<file path="config.mk">
export PLATFORM = sky130hd
export DESIGN_NAME = fdc_host_regs
export DESIGN_NICKNAME = d
export VERILOG_FILES = /design/src/rtl/fdc_pkg.sv /design/src/rtl/fdc_port_decode.sv /design/src/rtl/fdc_result_unit.sv /design/src/rtl/fdc_launch.sv /design/src/rtl/fdc_host_regs.sv
export SDC_FILE = /design/constraint.sdc
export NUM_CORES = 1
export LEC_CHECK = 0
export BUFFER_PORTS_ARGS = -buffer_cell sky130_fd_sc_hd__buf_2
export CORE_MARGIN = 2
export CORE_UTILIZATION = 30
export DETAILED_ROUTE_END_ITERATION = 10
export GPL_TIMING_DRIVEN = 0
export SLEW_MARGIN = 20
export SYNTH_ARGS = -nofsm -noshare
export SYNTH_HDL_FRONTEND = slang
export SYNTH_SLANG_ARGS = --single-unit
</file>
<file path="constraint.sdc">
create_clock -name clk -period 5.6 [get_ports clk]
set_input_delay 0.84 -clock clk [delete_from_list [all_inputs] [get_ports clk]]
set_output_delay 0.84 -clock clk [all_outputs]
set_load 0.01 [all_outputs]
</file>
<file path="src/rtl/fdc_pkg.sv">
// Package: shared constants and the decoded-access type for the host
// port register set. Assumes an 8-port register window.
package fdc_pkg;
    localparam int unsigned OFF_W    = 3;
    localparam int unsigned WIN_SIZE = 1 << OFF_W;

    // register offsets inside a window
    localparam logic [OFF_W-1:0] OFF_STATUS = 3'd0;
    localparam logic [OFF_W-1:0] OFF_TYPE   = 3'd1; // read type / write low addr
    localparam logic [OFF_W-1:0] OFF_ADDRHI = 3'd2;
    localparam logic [OFF_W-1:0] OFF_RESULT = 3'd3;
    localparam logic [OFF_W-1:0] OFF_REINIT = 3'd7;

    // result type encodings
    localparam logic [1:0] RT_FAIL = 2'b00;
    localparam logic [1:0] RT_GOOD = 2'b10;

    // one-hot strobes after decode
    typedef struct packed {
        logic rd_status;
        logic rd_type;
        logic rd_result;
        logic wr_addrlo;
        logic wr_addrhi;
        logic wr_reinit;
    } acc_t;
endpackage

</file>
<file path="src/rtl/fdc_port_decode.sv">
// Module: address window decode. Matches N_WINDOWS windows of WIN_SIZE
// ports spaced ALIAS_STRIDE apart from BASE_ADDR and turns the bus strobes
// into per-register strobes. Assumes ALIAS_STRIDE >= WIN_SIZE (no overlap).
module fdc_port_decode
    import fdc_pkg::*;
#(
    parameter int unsigned AW           = 8,
    parameter int unsigned BASE_ADDR    = 8'h78,
    parameter int unsigned ALIAS_STRIDE = 16,
    parameter int unsigned N_WINDOWS    = 2
) (
    input  logic [AW-1:0] io_addr,
    input  logic          io_rd,
    input  logic          io_wr,
    output acc_t          acc
);
    logic [N_WINDOWS-1:0] win_hit;
    logic [OFF_W-1:0]     win_off [N_WINDOWS];
    logic                 hit;
    logic [OFF_W-1:0]     off;

    for (genvar w = 0; w < N_WINDOWS; w++) begin : g_win
        localparam int unsigned WB = BASE_ADDR + w * ALIAS_STRIDE;
        logic [AW-1:0] diff;
        // distance of the address from this window's base
        assign diff       = io_addr - AW'(WB);
        assign win_hit[w] = diff < AW'(WIN_SIZE);
        assign win_off[w] = win_hit[w] ? diff[OFF_W-1:0] : '0;
    end

    // merge the window matches into one hit and offset
    always_comb begin
        hit = |win_hit;
        off = '0;
        for (int w = 0; w < N_WINDOWS; w++) off = off | win_off[w];
    end

    // per-register strobes
    always_comb begin
        acc           = '0;
        acc.rd_status = hit && io_rd && (off == OFF_STATUS);
        acc.rd_type   = hit && io_rd && (off == OFF_TYPE);
        acc.rd_result = hit && io_rd && (off == OFF_RESULT);
        acc.wr_addrlo = hit && io_wr && (off == OFF_TYPE);
        acc.wr_addrhi = hit && io_wr && (off == OFF_ADDRHI);
        acc.wr_reinit = hit && io_wr && (off == OFF_REINIT);
    end
endmodule

</file>
<file path="src/rtl/fdc_result_unit.sv">
// Module: completion state. Holds the result type, error byte, interrupt
// flip-flop, sampled drive-ready bits and the ready-changed flag.
// Assumes at most one completion strobe per cycle; reinit outranks it.
module fdc_result_unit
    import fdc_pkg::*;
#(
    parameter int unsigned N_DRV = 4,
    parameter int unsigned DW    = 8
) (
    input  logic             clk,
    input  logic             rst_n,
    input  logic             rd_type,
    input  logic             wr_reinit,
    input  logic             eng_done,
    input  logic [1:0]       eng_rtype,
    input  logic [DW-1:0]    eng_err,
    input  logic [N_DRV-1:0] drv_rdy,
    output logic [1:0]       rtype,
    output logic [DW-1:0]    err_byte,
    output logic             irq_ff,
    output logic             rdy_chg,
    output logic [N_DRV-1:0] rdy_q
);
    // drive-ready sample, refreshed every cycle including reset and reinit
    always_ff @(posedge clk) rdy_q <= drv_rdy;

    // ready-changed flag: set on any difference, cleared by reset/reinit
    always_ff @(posedge clk) begin
        if (!rst_n || wr_reinit)   rdy_chg <= 1'b0;
        else if (drv_rdy != rdy_q) rdy_chg <= 1'b1;
    end

    // result type and error byte capture
    always_ff @(posedge clk) begin
        if (!rst_n) begin
            rtype    <= RT_GOOD;
            err_byte <= '0;
        end else if (wr_reinit) begin
            rtype    <= RT_GOOD;
        end else if (eng_done) begin
            rtype    <= eng_rtype;
            err_byte <= eng_err;
        end
    end

    // interrupt flip-flop: set by completion, cleared by type read
    always_ff @(posedge clk) begin
        if (!rst_n || wr_reinit) irq_ff <= 1'b0;
        else if (eng_done)       irq_ff <= 1'b1;
        else if (rd_type)        irq_ff <= 1'b0;
    end
endmodule

</file>
<file path="src/rtl/fdc_launch.sv">
// Module: parameter-block address latch and start strobe. The strobe is
// registered, so it follows the high-byte write by one cycle. Assumes the
// engine samples start_addr during the strobe cycle.
module fdc_launch #(
    parameter int unsigned DW = 8
) (
    input  logic          clk,
    input  logic          rst_n,
    input  logic          wr_lo,
    input  logic          wr_hi,
    input  logic [DW-1:0] wdata,
    input  logic          eng_busy,
    output logic          start_pulse,
    output logic [2*DW-1:0] start_addr
);
    logic [DW-1:0] lo_q, hi_q;

    // address byte latches
    always_ff @(posedge clk) begin
        if (!rst_n) begin
            lo_q <= '0;
            hi_q <= '0;
        end else begin
            if (wr_lo) lo_q <= wdata;
            if (wr_hi) hi_q <= wdata;
        end
    end

    // start strobe, withheld while the engine is busy
    always_ff @(posedge clk) begin
        if (!rst_n) start_pulse <= 1'b0;
        else        start_pulse <= wr_hi && !eng_busy;
    end

    assign start_addr = {hi_q, lo_q};
endmodule

</file>
<file path="src/rtl/fdc_host_regs.sv">
// Module: top of the host port register set. Decodes the port windows,
// holds completion and launch state, and builds the read data.
// Assumes io_rd and io_wr are single-cycle strobes from the bus logic.
module fdc_host_regs
    import fdc_pkg::*;
#(
    parameter int unsigned AW           = 8,
    parameter int unsigned DW           = 8,
    parameter int unsigned BASE_ADDR    = 8'h78,
    parameter int unsigned ALIAS_STRIDE = 16,
    parameter int unsigned N_WINDOWS    = 2
) (
    input  logic            clk,
    input  logic            rst_n,
    input  logic [AW-1:0]   io_addr,
    input  logic            io_rd,
    input  logic            io_wr,
    input  logic [DW-1:0]   io_wdata,
    output logic [DW-1:0]   io_rdata,
    input  logic [3:0]      drv_rdy,
    input  logic            eng_done,
    input  logic [1:0]      eng_rtype,
    input  logic [DW-1:0]   eng_err,
    input  logic            eng_busy,
    output logic            start_pulse,
    output logic [2*DW-1:0] start_addr,
    output logic            irq
);
    localparam int unsigned N_DRV = 4;

    acc_t             acc;
    logic [1:0]       rtype;
    logic [DW-1:0]    err_byte;
    logic             irq_ff;
    logic             rdy_chg;
    logic [N_DRV-1:0] rdy_q;

    fdc_port_decode #(
        .AW(AW), .BASE_ADDR(BASE_ADDR),
        .ALIAS_STRIDE(ALIAS_STRIDE), .N_WINDOWS(N_WINDOWS)
    ) dec_i (
        .io_addr(io_addr), .io_rd(io_rd), .io_wr(io_wr), .acc(acc)
    );

    fdc_result_unit #(.N_DRV(N_DRV), .DW(DW)) res_i (
        .clk(clk), .rst_n(rst_n),
        .rd_type(acc.rd_type), .wr_reinit(acc.wr_reinit),
        .eng_done(eng_done), .eng_rtype(eng_rtype), .eng_err(eng_err),
        .drv_rdy(drv_rdy),
        .rtype(rtype), .err_byte(err_byte), .irq_ff(irq_ff),
        .rdy_chg(rdy_chg), .rdy_q(rdy_q)
    );

    fdc_launch #(.DW(DW)) lau_i (
        .clk(clk), .rst_n(rst_n),
        .wr_lo(acc.wr_addrlo), .wr_hi(acc.wr_addrhi), .wdata(io_wdata),
        .eng_busy(eng_busy),
        .start_pulse(start_pulse), .start_addr(start_addr)
    );

    assign irq = irq_ff;

    // read data: status, type, or context-dependent result byte
    always_comb begin
        io_rdata = '0;
        if (acc.rd_status) begin
            io_rdata = DW'({1'b0, rdy_q[3], rdy_q[2], 1'b1, 1'b1,
                            irq_ff, rdy_q[1], rdy_q[0]});
        end else if (acc.rd_type) begin
            io_rdata = DW'(rtype);
        end else if (acc.rd_result) begin
            if (rtype == RT_FAIL)
                io_rdata = err_byte;
            else if (rtype == RT_GOOD && rdy_chg)
                io_rdata = DW'({rdy_q[1], rdy_q[0], rdy_q[3], rdy_q[2], 4'b0000});
        end
    end
endmodule

</file>
Yosys cells after proc, flatten, opt, wreduce, memory -nomap -nowiden
Index checks and enable logic that the tools add are counted.
{"block": "totals", "word_cells": 49, "regBits": 33, "out_inout_bits": 26, "input_bits": 36}
{"block": "classes", "n_eq_ne": 6, "n_reduce_logical": 19, "order_cmp": 2, "n_bitwise": 3, "muxes": 9, "addsub": 2}
{"op": "two-way mux 8 bit", "count": 5}
{"op": "< comparator 8 x 4 -> 1 bit (second input constant)", "count": 2}
{"op": "logical AND 1 bit", "count": 10}
{"op": "subtractor 8 x 7 -> 8 bit (second input constant)", "count": 1}
{"op": "subtractor 8 bit (second input constant)", "count": 1}
{"op": "== test 3 x 2 -> 1 bit (second input constant)", "count": 2}
{"op": "two-way mux 3 bit", "count": 2}
{"op": "inequality test 4 bit", "count": 1}
{"op": "OR reduction 2 bit", "count": 2}
{"op": "== test 3 x 1 -> 1 bit (second input constant)", "count": 1}
{"op": "== test 3 bit (second input constant)", "count": 1}
{"op": "zero test 3 bit", "count": 1}
{"op": "bitwise OR 3 bit", "count": 1}
{"op": "== test 2 bit (second input constant)", "count": 1}
{"op": "zero test 1 bit", "count": 2}
{"op": "zero test 2 bit", "count": 1}
{"op": "two-way mux 1 bit", "count": 2}
{"op": "inverter 1 bit", "count": 2}
{"op": "AND reduction 2 bit", "count": 1}
{"op": "nonzero test 2 bit", "count": 1}
{"op": "logical OR 1 bit", "count": 1}

Depth between registers and ports, before layout
{"block": "logic_depth", "ltp_word": 9, "mapped_depth": 8, "mapped_depth_nobuf": 7}

Cells and area by module
From an unflattened synthesis, not the netlist that was laid out.
{"block": "hier_totals", "cells_unflattened": 149, "hier_area_um2": 1555.2}
{"module": "fdc_launch", "n_inst": 1, "seq_area_each_um2": 340.3, "cells_each": 53, "area_each_um2": 636.9}
{"module": "fdc_result_unit", "n_inst": 1, "seq_area_each_um2": 320.3, "cells_each": 49, "area_each_um2": 569.3}
{"module": "fdc_host_regs", "n_inst": 1, "seq_area_each_um2": 0.0, "cells_each": 22, "area_each_um2": 181.4}
{"module": "fdc_port_decode", "n_inst": 1, "seq_area_each_um2": 0.0, "cells_each": 25, "area_each_um2": 167.7}

Worst setup path after synthesis
Ideal clock, no wire load.
{"block": "synth_path", "path_kind": "input-to-output", "start": "input io_addr[3]", "end": "output io_rdata[0]", "stages": 6, "path_buffers": 0, "t_required_ps": 4760, "t_arrival_ps": 2476, "path_slack_ps": 2284, "cell_sequence": "inv_1 ha_1 a2111oi_4 o311ai_2 nor3b_1 a2bb2oi_1"}
{"block": "synth_between", "elab_chain_len": 9, "word_cells_on_any_way": 18, "cone_classes": "2 x add/sub; 2 x order compare; 2 x eq/ne; 5 x mux; 1 x bitwise; 6 x reduce/logical"}
{"element": "start, declared", "line": "fdc_host_regs.sv:15", "source": "input logic [AW-1:0] io_addr,"}
{"element": "subtractor 8 x 7 -> 8 bit or subtractor 8 bit (tied branches)", "line": "fdc_port_decode.sv:26", "source": "assign diff = io_addr - AW'(WB);"}
{"element": "< comparator 8 x 4 -> 1 bit", "line": "fdc_port_decode.sv:27", "source": "assign win_hit[w] = diff < AW'(WIN_SIZE);"}
{"element": "two-way mux 3 bit", "line": "fdc_port_decode.sv:28", "source": "assign win_off[w] = win_hit[w] ? diff[OFF_W-1:0] : '0;"}
{"element": "bitwise OR 3 bit", "line": "fdc_port_decode.sv:35", "source": "for (int w = 0; w < N_WINDOWS; w++) off = off | win_off[w];"}
{"element": "== test 3 x 2 -> 1 bit", "line": "fdc_port_decode.sv:43", "source": "acc.rd_result = hit && io_rd && (off == OFF_RESULT);"}
{"element": "logical AND 1 bit", "line": "fdc_port_decode.sv:43"}
{"element": "two-way mux 8 bit", "line": "fdc_host_regs.sv:71", "source": "end else if (acc.rd_result) begin"}
{"element": "two-way mux 8 bit", "line": "fdc_host_regs.sv:69", "source": "end else if (acc.rd_type) begin"}
{"element": "two-way mux 8 bit *", "line": "fdc_host_regs.sv:66", "source": "if (acc.rd_status) begin"}
{"element": "end, declared", "line": "fdc_host_regs.sv:19", "source": "output logic [DW-1:0] io_rdata,"}
Mark *: on every way between the ends. The rest lies on a longest branch, timed or not.

Worst setup path after layout
Same ends and word-level chain as after synthesis.

==> results.py <==
metrics = {
    "status": {
        "status": "complete, no violations",
    },
    "cts": {
        "clk_pin_slew_worst_paths_ns": 0.08,
        "cts_setup_buffers": 0,
        "cts_made_buffers": 5,
        "h-tree-depth": 2,
        "cts.sinks": 33,
        "cts_resized": 0,
        "cts_root_buf": "clkbuf_8",
        "cts_hold_buf": 0,
        "clk_latency_ns": 0.28,
        "cts_tree": "built",
        "clockBufferDepth": 2,
    },
    "hold_path": {
        "min_path_type": "reg -> reg",
        "hold_end": "lau_i.lo_q[3]",
        "holdPathStages": 2,
        "min_from": "lau_i.lo_q[3]",
    },
    "sta": {
        "fin_tns_setup_ns": 0,
        "slew_violations": 0,
        "fin_skew_ns": 0.0002042,
        "finalCritPeriodShare_pct": 65.45,
        "finalHoldViolations": 0,
        "tightest_slew_ns": 0.5862,
        "fmax_mhz": 272.8,
        "finalSetupViolCount": 0,
        "relSlewSlack_pct": 60.86,
        "rsz0062_at_grt": "false",
        "fin_crit_ns": 3.665,
    },
    "placed_design": {
        "dp_hpwl_mm": 3.029,
        "dpl.cell_count": 299,
        "io_buffers": 59,
        "globalplace.congestion": 0.7420,
    },
    "finish": {
        "layout.cells.non_filler": 307,
        "area_delta_synth_final_pct": 28.89,
        "nFillCells": 549,
        "nets": 274,
        "layout-drive-gt1-share_pct": 33.33,
        "multi_input_area_um2": 915.9,
        "num_antenna_cells": 0,
        "ff_latch_area_um2": 660.6,
    },
    "floorplan": {
        "num_rows": 26,
        "dieArea_um2": 6018,
        "core_um2": 5172,
        "die_x_um": 77.58,
        "io_pins": 62,
        "initial_utilization_pct": 31.40,
        "die_h_um": 77.58,
    },
    "synthesis": {
        "yosysUniqueCellTypes": 42,
        "yosysTopAreaCell": "dfxtp_1",
        "synth_edf_count": 0,
        "yosysSeqAreaShare_pct": 40.68,
        "synth_nets": 208,
        "synth.top_cells.by_count": "dfxtp_1 (33), nand2_1 (25), mux2i_1 (18), nor2b_1 (13), nand3_1 (9)",
        "yosysTopAreaCellShare_pct": 40.68,
        "ys_ff_latch": 33,
        "synthFlopType": "dfxtp_1",
        "synth_area_leaders": "dfxtp_1 (41%), mux2i_1 (11%), nand2_1 (5.8%), nor2b_1 (5.0%), nand3_1 (2.8%)",
        "synth.most_common_cell": "dfxtp_1",
        "synth_area_um2": 1624,
        "synthArstFlopShare_pct": 0,
        "syn_area_per_cell_um2": 9.553,
        "synth_cells": 170,
        "yosysWarnings": 0,
    },
    "worst_setup_path": {
        "cp_slowest_stage_delay_ns": 0.53,
        "start_kind": "primary input",
        "reg2regPathDepth": 3,
        "r2r_slack_ns": 4.54,
        "crit_chain": "buf_2, inv_1, ha_1, a2111oi_4, o311ai_2, nor3b_1, a2bb2oi_1, buf_2",
        "criticalPathCategory": "in -> out",
        "reg2reg_to": "res_i.rtype[1]",
        "critPathCaptureType": "output port",
        "path_common_cell": "buf_2",
        "cp_max_fo": 6,
        "worstPathArrival_ns": 2.83,
        "critical_path_required_ns": 4.76,
        "crit-reg2reg-launch": "res_i.rtype[1]",
        "crit_slowest_cell": "a2111oi_4",
    },
    "pwr": {
        "leakagePower_nw": 0.9627,
        "vdd_drop_max_v": 0.00009872,
        "power.density_nw_per_um2": 230.9,
    },
    "drt": {
        "drt_wl_total_mm": 3.896,
        "route.vias.total": 1424,
        "route.detailed.drc": 0,
        "dr.first_iter.drc_count": 42,
        "wl_per_cell_um": 12.69,
        "ant_nets": 0,
        "wl_met1_mm": 1.839,
        "wl_met2_mm": 1.802,
        "met3_length_um": 220,
        "firstDrtPassIters": 6,
        "top_layer": "met4",
        "vias_per_cell": 4.638,
    },
    "global_route": {
        "grt_util_all_layers_pct": 13.42,
        "grt_pass1_vias": 1368,
        "antenna_found_initial": 0,
        "grt_pass1_wl_mm": 6.396,
        "grt_max_degree": 12,
        "grt_remaining_overflow": 0,
    },
    "run": {
        "max-cap-violations": 0,
    },
}
## metrics by stage
| step | instance area (um2) | util [%] | total power (W) | setup WS [ns] | hold WS (ns) |
|---|---|---|---|---|---|
| detailed placement | 2007 | 38.80 | 0.0003119 | 1.906 | 0.4527 |
| floorplan | 1624 | - | 0.0002871 | 2.284 | 0.4332 |
| CTS | 2093 | 40.47 | 0.0004896 | 1.902 | 0.4639 |
| global placement | 2007 | 38.80 | 0.0003111 | 1.942 | 0.4456 |
| finish | 2093 | 40.47 | 0.0004834 | 1.935 | 0.4624 |
| global route | 2093 | 40.47 | 0.0005056 | 1.744 | 0.4805 |
## routing by layer
layer | vias to the layer above | global-route usage (%)
li1 | 738 | -
met1 | 648 | 16.76
met2 | 36 | 21.74
met3 | 2 | 4.535
met4 | 0 | 4.286
met5 | - | 0
## state kept, by name, indices dropped and copies added, names as in the netlist
name               cells
lau_i.start_pulse      1
res_i.rdy_chg          1
lau_i.hi_q             8
res_i.rdy_q            4
res_i.irq_ff           1
res_i.rtype            2
res_i.err_byte         8
lau_i.lo_q             8
## critical path, delay by kind of cell
family / cells / cell delay, ns
adder cells (fa/ha/maj): 1 / 0.34
AND/OR/NAND/NOR: 1 / 0.27
buffers and inverters: 3 / 0.43
AO/OA/AOI/OAI: 3 / 0.94
## cell usage in the layout (no fill, tap or decap), types with 2 or more instances in the layout
cell	instances
buf_2	61
dfxtp_1	33
nand2_1	25
mux2i_1	18
nor2b_1	13
nand3_1	9
clkbuf_1	7
o21ai_0	6
clkbuf_8	5
nor2_1	4
inv_1	3
a31oi_1	3
nor4bb_1	3
nor3b_1	3
o21ai_1	3
xnor2_1	3
nand4b_1	2
nand2b_1	2
xor2_1	2
nor3_4	2
o311ai_2	2
o2bb2ai_1	2
nor3_1	2
ha_1	2
clkinv_2	2
## kinds of logic (layout without fill, tap and decap cells)
group | Yosys count | count (layout) | synth area share, %
AND/OR/NAND/NOR | 72 | 72 | 26.58
flip-flops | 33 | 33 | 40.68
AO/OA/AOI/OAI | 28 | 28 | 14.49
multiplexers | 18 | 18 | 11.09
buffers and inverters | 12 | 79 | 2.928
XOR/XNOR | 5 | 5 | 2.697
adder cells (fa/ha/maj) | 2 | 2 | 1.541
## worst max path at each step
stage | cells after the start | slack, ns | startpoint | to
floorplan | 6 | 2.28 | io_addr[3] | io_rdata[0]
global placement | 8 | 1.94 | io_addr[3] | io_rdata[0]
detailed placement | 8 | 1.91 | io_addr[3] | io_rdata[0]
CTS | 8 | 1.90 | io_addr[3] | io_rdata[0]
global route | 8 | 1.74 | io_addr[3] | io_rdata[0]
finish | 8 | 1.93 | io_addr[3] | io_rdata[0]
## layout make-up
type	count	share of cell area, %
tap	70	4.184
clock buffer	5	3.288
buffer	9	1.733
inverter	3	0.5380
sequential	33	31.56
clock inverter	3	0.8368
multi-input combinational	125	43.75
timing repair buffer	59	14.11
## power by group
part	total (W)	internal, W	switching, W
Clock	0.000177	0.0000858	0.0000915
Combinational	0.0000582	0.0000269	0.0000313
Sequential	0.000248	0.000242	0.00000584
Power figures use the tool's default switching activity.
